--- config.mk ---
export PLATFORM = sky130hd
export DESIGN_NAME = rxb_circ_buffer
export DESIGN_NICKNAME = d
export VERILOG_FILES = /design/src/rtl/rxb_pkg.sv /design/src/rtl/rxb_reset_sync.sv /design/src/rtl/rxb_occupancy.sv /design/src/rtl/rxb_index.sv /design/src/rtl/rxb_store.sv /design/src/rtl/rxb_circ_buffer.sv
export SDC_FILE = /design/constraint.sdc
export NUM_CORES = 2
export LEC_CHECK = 0
export ABC_CLOCK_PERIOD_IN_PS = 1000
export BUFFER_PORTS_ARGS = -buffer_cell sky130_fd_sc_hd__clkbuf_2
export CAP_MARGIN = 25
export CORE_MARGIN = 4
export CORE_UTILIZATION = 45
export DETAILED_ROUTE_END_ITERATION = 10
export SETUP_SLACK_MARGIN = 0.1
export SLEW_MARGIN = 30
export SYNTH_ARGS = -nofsm -noshare
export SYNTH_HDL_FRONTEND = slang
export SYNTH_SLANG_ARGS = --single-unit
export TNS_END_PERCENT = 10
--- constraint.sdc ---
create_clock -name clk -period 1 [get_ports clk]
set_input_delay 0.05 -clock clk [delete_from_list [all_inputs] [get_ports clk]]
set_output_delay 0.05 -clock clk [all_outputs]
set_load 0.01 [all_outputs]
--- src/rtl/rxb_pkg.sv ---
package rxb_pkg;

  typedef enum logic [1:0] {
    OCC_HOLD = 2'd0,
    OCC_INC  = 2'd1,
    OCC_DEC  = 2'd2
  } occ_op_e;

endpackage

--- src/rtl/rxb_reset_sync.sv ---
module rxb_reset_sync (
  input  logic clk,
  input  logic rst_n,
  output logic rst_n_sync
);

  logic [1:0] stage_q;

  always_ff @(posedge clk or negedge rst_n) begin
    if (!rst_n) stage_q <= 2'b00;
    else        stage_q <= {stage_q[0], 1'b1};
  end

  assign rst_n_sync = stage_q[1];

endmodule

--- src/rtl/rxb_occupancy.sv ---
module rxb_occupancy
  import rxb_pkg::*;
#(
  parameter int DEPTH = 260,
  parameter int CW    = $clog2(DEPTH + 1)
) (
  input  logic          clk,
  input  logic          rst_n,
  input  logic          push_ok,
  input  logic          pop_ok,
  output logic [CW-1:0] cnt,
  output logic          empty,
  output logic          full
);

  localparam logic [CW-1:0] CNT_MAX = CW'(DEPTH);

  occ_op_e       op;
  logic [CW-1:0] cnt_q;
  logic [CW-1:0] cnt_d;
  logic          cnt_en;

  always_comb begin
    unique case ({push_ok, pop_ok})
      2'b10:   op = OCC_INC;
      2'b01:   op = OCC_DEC;
      default: op = OCC_HOLD;
    endcase
  end

  always_comb begin
    cnt_d  = cnt_q;
    cnt_en = 1'b0;
    unique case (op)
      OCC_INC: begin
        cnt_d  = cnt_q + 1'b1;
        cnt_en = 1'b1;
      end
      OCC_DEC: begin
        cnt_d  = cnt_q - 1'b1;
        cnt_en = 1'b1;
      end
      default: begin
        cnt_d  = cnt_q;
        cnt_en = 1'b0;
      end
    endcase
  end

  always_ff @(posedge clk or negedge rst_n) begin
    if (!rst_n)      cnt_q <= '0;
    else if (cnt_en) cnt_q <= cnt_d;
  end

  assign cnt   = cnt_q;
  assign empty = (cnt_q == '0);
  assign full  = (cnt_q == CNT_MAX);

  AST_NO_OVERFLOW: assert property (@(posedge clk) disable iff (!rst_n)
    cnt_q <= CNT_MAX) else $error("count above depth");

  AST_FLAGS_EXCLUSIVE: assert property (@(posedge clk) disable iff (!rst_n)
    $onehot0({empty, full})) else $error("empty and full together");

  AST_BOTH_HOLD: assert property (@(posedge clk) disable iff (!rst_n)
    (push_ok && pop_ok) |=> $stable(cnt_q)) else $error("count moved on push+pop");

endmodule

--- src/rtl/rxb_index.sv ---
module rxb_index #(
  parameter int DEPTH = 260,
  parameter int IW    = $clog2(DEPTH),
  parameter int CW    = $clog2(DEPTH + 1)
) (
  input  logic          clk,
  input  logic          rst_n,
  input  logic          advance,
  input  logic [CW-1:0] cnt,
  output logic [IW-1:0] wr_idx,
  output logic [IW-1:0] rd_idx
);

  localparam int            SW        = CW + 1;
  localparam logic [IW-1:0] LAST_SLOT = IW'(DEPTH - 1);
  localparam logic [SW-1:0] DEPTH_S   = SW'(DEPTH);

  logic [IW-1:0] ins_q;
  logic [IW-1:0] ins_d;
  logic [SW-1:0] diff;
  logic [SW-1:0] wrapped;

  always_comb begin
    if (ins_q == LAST_SLOT) ins_d = '0;
    else                    ins_d = ins_q + 1'b1;
  end

  always_ff @(posedge clk or negedge rst_n) begin
    if (!rst_n)       ins_q <= '0;
    else if (advance) ins_q <= ins_d;
  end

  // read slot = insert position - count, corrected by DEPTH when negative
  always_comb begin
    diff = {{(SW - IW){1'b0}}, ins_q} - {1'b0, cnt};
    if (diff[SW-1]) wrapped = diff + DEPTH_S;
    else            wrapped = diff;
  end

  assign wr_idx = ins_q;
  assign rd_idx = IW'(wrapped);

  AST_INS_RANGE: assert property (@(posedge clk) disable iff (!rst_n)
    ins_q <= LAST_SLOT) else $error("insert position out of range");

  AST_RD_RANGE: assert property (@(posedge clk) disable iff (!rst_n)
    wrapped < DEPTH_S) else $error("read index out of range");

endmodule

--- src/rtl/rxb_store.sv ---
module rxb_store #(
  parameter int DEPTH = 260,
  parameter int WIDTH = 8,
  parameter int IW    = $clog2(DEPTH)
) (
  input  logic             clk,
  input  logic             rst_n,
  input  logic             we,
  input  logic [IW-1:0]    wr_idx,
  input  logic [WIDTH-1:0] wr_data,
  input  logic             re,
  input  logic [IW-1:0]    rd_idx,
  output logic             rd_valid,
  output logic [WIDTH-1:0] rd_data
);

  logic [WIDTH-1:0] mem [DEPTH];
  logic [WIDTH-1:0] rd_data_q;
  logic             rd_valid_q;

  always_ff @(posedge clk) begin
    if (we) mem[wr_idx] <= wr_data;
  end

  always_ff @(posedge clk or negedge rst_n) begin
    if (!rst_n) rd_valid_q <= 1'b0;
    else        rd_valid_q <= re;
  end

  always_ff @(posedge clk or negedge rst_n) begin
    if (!rst_n)  rd_data_q <= '0;
    else if (re) rd_data_q <= mem[rd_idx];
  end

  assign rd_valid = rd_valid_q;
  assign rd_data  = rd_data_q;

  AST_NO_SAME_SLOT: assert property (@(posedge clk) disable iff (!rst_n)
    (we && re) |-> (wr_idx != rd_idx)) else $error("read and write collide");

endmodule

--- src/rtl/rxb_circ_buffer.sv ---
module rxb_circ_buffer #(
  parameter int DEPTH = 260,
  parameter int WIDTH = 8,
  parameter int CW    = $clog2(DEPTH + 1)
) (
  input  logic             clk,
  input  logic             rst_n,
  input  logic             push_valid,
  input  logic [WIDTH-1:0] push_data,
  input  logic             pop_req,
  output logic             pop_valid,
  output logic [WIDTH-1:0] pop_data,
  output logic [CW-1:0]    count,
  output logic             empty,
  output logic             full
);

  localparam int IW = $clog2(DEPTH);

  logic          rst_n_s;
  logic          push_ok;
  logic          pop_ok;
  logic [IW-1:0] wr_idx;
  logic [IW-1:0] rd_idx;

  rxb_reset_sync u_rst (
    .clk        (clk),
    .rst_n      (rst_n),
    .rst_n_sync (rst_n_s)
  );

  assign push_ok = push_valid && !full;
  assign pop_ok  = pop_req && !empty;

  rxb_occupancy #(.DEPTH(DEPTH), .CW(CW)) u_occ (
    .clk     (clk),
    .rst_n   (rst_n_s),
    .push_ok (push_ok),
    .pop_ok  (pop_ok),
    .cnt     (count),
    .empty   (empty),
    .full    (full)
  );

  rxb_index #(.DEPTH(DEPTH), .IW(IW), .CW(CW)) u_idx (
    .clk     (clk),
    .rst_n   (rst_n_s),
    .advance (push_ok),
    .cnt     (count),
    .wr_idx  (wr_idx),
    .rd_idx  (rd_idx)
  );

  rxb_store #(.DEPTH(DEPTH), .WIDTH(WIDTH), .IW(IW)) u_mem (
    .clk      (clk),
    .rst_n    (rst_n_s),
    .we       (push_ok),
    .wr_idx   (wr_idx),
    .wr_data  (push_data),
    .re       (pop_ok),
    .rd_idx   (rd_idx),
    .rd_valid (pop_valid),
    .rd_data  (pop_data)
  );

  AST_POP_EMPTY: assert property (@(posedge clk) disable iff (!rst_n_s)
    (pop_req && empty) |=> !pop_valid) else $error("pop served while empty");

  AST_PUSH_FULL: assert property (@(posedge clk) disable iff (!rst_n_s)
    (push_valid && full && !pop_req) |=> (full && $stable(count))) else $error("push taken while full");

  AST_PUSH_GROW: assert property (@(posedge clk) disable iff (!rst_n_s)
    (push_valid && !full && !pop_req) |=> (count == $past(count) + 1'b1)) else $error("push did not grow count");

  AST_POP_SHRINK: assert property (@(posedge clk) disable iff (!rst_n_s)
    (pop_req && !empty && !push_valid) |=> (pop_valid && count == $past(count) - 1'b1)) else $error("pop did not shrink count");

endmodule

Word level (Yosys, flattened, before mapping)
Memories as Yosys holds them, arrays and structs flattened. A register that Yosys moved wholly into a read port is not among the register bits.
Index checks and enable logic that the tools add are counted.

storage, ports and cells
  register bits = 21
  RAM bits = 2,080
  input port bits = 12
  output and inout bits = 20
  logic and storage cells = 32
  memories = 1

memories
  name       words  bits a word  rd ports  clocked after Yosys merged registers in  wr ports  RTL line         RTL
  u_mem.mem  260    8            1         1                                        1         rxb_store.sv:17  logic [WIDTH-1:0] mem [DEPTH];

operators by class
  add/subtract/negate cells = 5
  equality and inequality tests = 6
  muxes and demuxes = 7
  reduce and logical (&&, ||, !) cells = 9

operators by type and width
  kind                                                                   number
  9-bit by 1-bit adder with 9-bit output, second input constant          2
  9-bit equality test, second input constant                             2
  9-bit 2-to-1 mux                                                       2
  9-bit one-hot mux with 2 select lines                                  1
  9-bit by 9-bit subtractor with 10-bit output                           1
  9-bit adder, second input constant                                     1
  9-bit logical NOT                                                      1
  9-bit by 1-bit subtractor with 9-bit output, second input constant     1
  2-bit by 1-bit equality test with 1-bit output, second input constant  2
  2-bit equality test, second input constant                             2
  2-bit one-hot mux with 2 select lines                                  1
  1-bit logical NOT                                                      3
  1-bit 2-to-1 mux                                                       3
  1-bit logical AND                                                      2
  2-bit AND reduction                                                    1
  2-bit nonzero test                                                     1
  2-bit OR reduction                                                     1

Logic depth before layout (Yosys ltp)
  word-level depth = 9
  gate-level depth with buffers = 22
  depth with buffers taken out = 18

Hierarchy
Synthesis repeated with hierarchy kept, for this count alone.

unflattened totals
  cells, all modules = 4,093
  area total of the unflattened synthesis = 83,191.0 µm²

by module, submodules not included
  module           instances  cells each  area each (µm²)  sequential area each (µm²)
  rxb_store        1          3,876       81,328.0         62,685.1
  rxb_index        1          113         972.2            225.2
  rxb_occupancy    1          99          809.5            225.2
  rxb_reset_sync   1          3           53.8             50.0
  rxb_circ_buffer  1          2           27.5             0.0

Least setup slack after synthesis
Ideal clock, no wire load.

  path type = register to register
  from = register u_occ.cnt_q[2] (netlist: u_occ.cnt[2])
  to = register u_mem.rd_data_q[1] (netlist: u_mem.rd_data[1]) (read register of u_mem.mem)
  library setup time = 0.065 ns
  arrival = 4.220 ns
  data required time = 0.935 ns
  path slack = -3.284 ns
  stages on the path, launching flop included = 20
  path buffers = 3
  period minus slack after synthesis = 4.284 ns
  cells stage by stage = dfrtp_1 inv_1 ha_1 and3b_4 or3_1 buf_6 nand2_4 inv_4 ha_1 clkbuf_1 clkbuf_1 nand2_1 a211oi_1 nor3_1 o211ai_1 o221ai_1 a211o_1 a311o_1 a2111oi_1 a2111o_1

between the ends
  cells in the longest elaborated chain, start to end = 3
  elaborated cells on any way between the ends = 6
  classes of those cells = add/sub: 2; mux: 1; reduce/logical: 3

ends and longest elaborated chain
  element                                                                            RTL line                                RTL
  start: declaration                                                                 rxb_occupancy.sv:19                     logic [CW-1:0] cnt_q;
  start signal: assignment                                                           rxb_occupancy.sv:52                     else if (cnt_en) cnt_q <= cnt_d;
  9-bit by 9-bit subtractor with 10-bit output or 9-bit logical NOT (tied branches)  rxb_index.sv:35, rxb_occupancy.sv:56
  9-bit adder or 1-bit logical NOT (tied branches)                                   rxb_index.sv:36, rxb_circ_buffer.sv:33
  9-bit 2-to-1 mux or 1-bit logical AND (tied branches)                              rxb_index.sv:36, rxb_circ_buffer.sv:33
  end: declaration                                                                   rxb_store.sv:18                         logic [WIDTH-1:0] rd_data_q;

Parallel ways exist; a longest one is shown, timed or not.
A chain may end at the register's enable or synchronous reset.

Worst setup path after layout
  from = register u_idx.ins_q[0] (netlist: u_idx.wr_idx[0])
  to = register u_mem.rd_data_q[1] (netlist: u_mem.rd_data[1]) (read register of u_mem.mem)

between the ends
  cells in the longest elaborated chain, start to end = 3

ends and longest elaborated chain
  element                                           RTL line         RTL
  start: declaration                                rxb_index.sv:18  logic [IW-1:0] ins_q;
  start signal: assignment                          rxb_index.sv:30  else if (advance) ins_q <= ins_d;
  9-bit by 9-bit subtractor with 10-bit output (*)  rxb_index.sv:35  diff = {{(SW - IW){1'b0}}, ins_q} - {1'b0, cnt};
  9-bit adder                                       rxb_index.sv:36  if (diff[SW-1]) wrapped = diff + DEPTH_S;
  9-bit 2-to-1 mux (*)                              rxb_index.sv:36

Mark *: on every way between the ends. The rest lies on a longest branch, timed or not.

==> flow_metrics.tcl <==
set metrics [dict create \
    synth_most_common_cell "edfxtp_1" \
    end_kind "flop" \
    avgSynthCellArea_um2 16.53 \
    holdBufCountCts 11 \
    dieArea_um2 194900 \
    nets 6287 \
    num-fill-cells 14080 \
    slew_viol_final 0 \
    grt_max_degree 112 \
    cts_root_buf "clkbuf_16" \
    fin_hold_ws_ns -0.3119 \
    hold_start "push_valid" \
    arrival_ns 5.31 \
    place.gp.congestion 0.9739 \
    grt_pass1_vias 52716 \
    reg2reg_to "u_mem.rd_data[1]$_DFFE_PN0P_" \
    synthArstFlopShare_pct 1.375 \
    crit_buf_inv 8 \
    rows 158 \
    synth_common_cells "2,080 x edfxtp_1, 795 x nand2_1, 312 x nor2_1, 260 x mux4_2, 201 x nand3_1" \
    yosys_warnings 0 \
    required_ns 1.74 \
    core_um2 186000 \
    wl_per_cell_um 32.28 \
    crit_path_start_kind "flop" \
    relSlewSlack_pct 33.68 \
    ios 32 \
    worstPathCellList "inv_2 > ha_4 > inv_2 > fa_4 > xnor2_4 > inv_6 > and2_4 > a22oi_2 > and3_4 > buf_12 > buf_12 > buf_16 > buf_8 > mux2i_1 > a32oi_1 > nand4_1 > a41oi_4 > nor4_4 > buf_4 > a2111oi_4 > a2111o_1" \
    synthCells 5115 \
    path_max_fanout 6 \
    dr.first_iter.drc_count 8169 \
    clkLatencyLatePin_ns 0.86 \
    track_usage_pct 29.19 \
    hpwl_um 194200 \
    vias 54921 \
    cts_max_level 4 \
    clk_path_buf_depth 3 \
    initial_utilization_pct 45.45 \
    drt-total-wl_um 287700 \
    clk_pin_slew_ns 0.06 \
    setup_slack_ns -3.570 \
    grt-ovfl-total 0 \
    finalSetupViolations 2127 \
    ys_ff_latch 2109 \
    syn_area_um2 84540 \
    synth_nets 5151 \
    tritoncts "yes" \
    r2r_start "u_idx.wr_idx[0]$_DFFE_PN0P_" \
    cts_buffers 210 \
    ff_latch_area_um2 63190 \
    synth_top_area_share_pct 73.88 \
    hold_class "input pin to flop" \
    final_hold_viol_count 14 \
    worst_pin_slew_ns 0.9911 \
    synthDistinctLibCells 92 \
    reg2reg_depth 21 \
    crit_type "flop to flop" \
    rsz0062_at_grt "true" \
    synth.area.top_cells "edfxtp_1 74%, mux4_2 6.9%, nand2_1 3.5%, mux2i_1 2.3%, nor2_1 1.4%" \
    max_freq_ghz 0.2188 \
    grt_pass1_wl_um 401500 \
    layout-drive-gt1-share_pct 32.71 \
    drc 0 \
    regToRegSetupSlack_ns -3.57 \
    period_needed_ns 4.570 \
    crit_path_max_incr_delay_ns 0.54 \
    multi_input_area_um2 21320 \
    ys.flop_type "edfxtp_1" \
    ant_nets 0 \
    cts_sinks 2109 \
    die_w_um 441.4 \
    postPlaceCellArea_um2 97020 \
    finalCritPeriodShare_pct 457.0 \
    critical-path-top-delay-family "simple AND/OR/NAND/NOR gates" \
    crit_slowest_cell "fa_4" \
    status "complete, but fails checks" \
    firstDrtPassIters 6 \
    io_buffers 31 \
    area_growth_pct 27.11 \
    violations "negative hold slack, negative setup slack" \
    yosysSeqAreaShare_pct 74.74 \
    hold_path_end "u_idx.wr_idx[1]$_DFFE_PN0P_" \
    fin_area_um2 107500 \
    maxCapViolCount 0 \
    synth_edf_count 2080 \
    fp.dieH_um 441.4 \
    routed_via_density 6.163 \
    antenna_found_initial 6 \
    min_path_cells 4 \
    fin_skew_ns 0.04085 \
    synth_top_cell_by_area "edfxtp_1" \
]
per-layer routing:
layer / track usage, % / vias up / wire (µm)
li1: - / 22506 / -
met1: 41.39 / 28247 / 111700
met2: 43.37 / 3564 / 128200
met3: 7.050 / 600 / 33810
met4: 12.47 / 4 / 13910
met5: 0 / - / 21
layout by cell type (no fill, tap or decap), drive strengths merged, types with 29 or more instances in the layout:
master / count
mux4: 260
nand3: 202
inv: 35
o21ai: 74
nand4: 49
dfrtp: 29
nor3: 30
edfxtp: 2080
clkbuf: 303
buf: 1202
a21oi: 45
mux2i: 198
and3: 87
nor2: 312
a211oi: 87
clkinv: 88
a31oi: 81
a32oi: 77
a311oi: 49
nand2: 798
flip-flops by register name, indices dropped and copies added, names as in the netlist:
signal / cells
u_mem.mem: 2080
u_rst.stage_q: 2
u_occ.cnt: 9
u_mem.rd_data: 8
u_idx.wr_idx: 9
u_mem.rd_valid: 1
cells by family (layout without fill, tap and decap cells):
family / count (synthesis) / in the layout / share of synthesized area [%]
AOI/OAI and AO/OA: 596 / 596 / 5.233
xor gates and xnor gates: 26 / 26 / 0.2916
adders and majority gates: 24 / 24 / 0.3730
buffers and inverters: 358 / 1671 / 2.140
DFF: 2109 / 2109 / 74.74
muxes: 470 / 470 / 9.435
other: 1 / 4 / 0.004436
and+or+nand+nor: 1531 / 1532 / 7.783
layout make-up:
| cell class | count | area share [%] |
|---|---|---|
| clock inverter | 123 | 1.192 |
| clock buffer | 267 | 5.165 |
| inverter | 28 | 0.1094 |
| tap | 2480 | 2.888 |
| antenna | 3 | 0.006986 |
| sequential | 2109 | 58.80 |
| timing repair buffer | 1253 | 12.00 |
| multi-input combinational | 2649 | 19.84 |
worst max-delay path by stage:
stage          slack, ns  cells past startpoint                           end                         from
2_1_floorplan      -2.83                     19  u_mem.rd_data[1]$_DFFE_PN0P_     u_occ.cnt[2]$_DFFE_PN0P_
3_3_place_gp       -4.01                     19  u_mem.rd_data[1]$_DFFE_PN0P_  u_idx.wr_idx[0]$_DFFE_PN0P_
3_5_place_dp       -3.97                     18  u_mem.rd_data[1]$_DFFE_PN0P_     u_occ.cnt[1]$_DFFE_PN0P_
4_1_cts            -3.39                     21  u_mem.rd_data[1]$_DFFE_PN0P_  u_idx.wr_idx[0]$_DFFE_PN0P_
5_1_grt            -3.65                     21  u_mem.rd_data[1]$_DFFE_PN0P_  u_idx.wr_idx[0]$_DFFE_PN0P_
6_report           -3.57                     21  u_mem.rd_data[1]$_DFFE_PN0P_  u_idx.wr_idx[0]$_DFFE_PN0P_
worst min-delay path: stages:
cell and delay, ns:
clkbuf_2 0.09, and2_4 0.15, buf_6 0.13, o21ai_0 0.09
stage by stage:
stage	setup TNS [ns]	instances	setup WS, ns	hold slack, ns	utilization (%)
CTS	-3613.89	8863	-3.394	-0.3633	57.12
detailed placement	-3769.53	8370	-3.971	-0.1595	52.15
global placement	-3818.34	8370	-4.007	-0.1602	52.14
global route	-3666.56	8910	-3.646	-0.3326	57.76
floorplan	-2623.49	5115	-2.826	-0.2456	-
finish	-3551.16	8912	-3.570	-0.3119	57.77
what timing repair did:
item,4_1_cts,5_1_grt
endpoints found under the hold margin,2100,13
endpoints found under the setup margin,2127,2127
gates resized for setup,284,147
pin swaps,90,84
buffers inserted,83,46
cloned,10,4
Power is left out: the tool's default activity adds up to more than one toggle a clock period on the data nets, which glitch-free logic cannot reach.
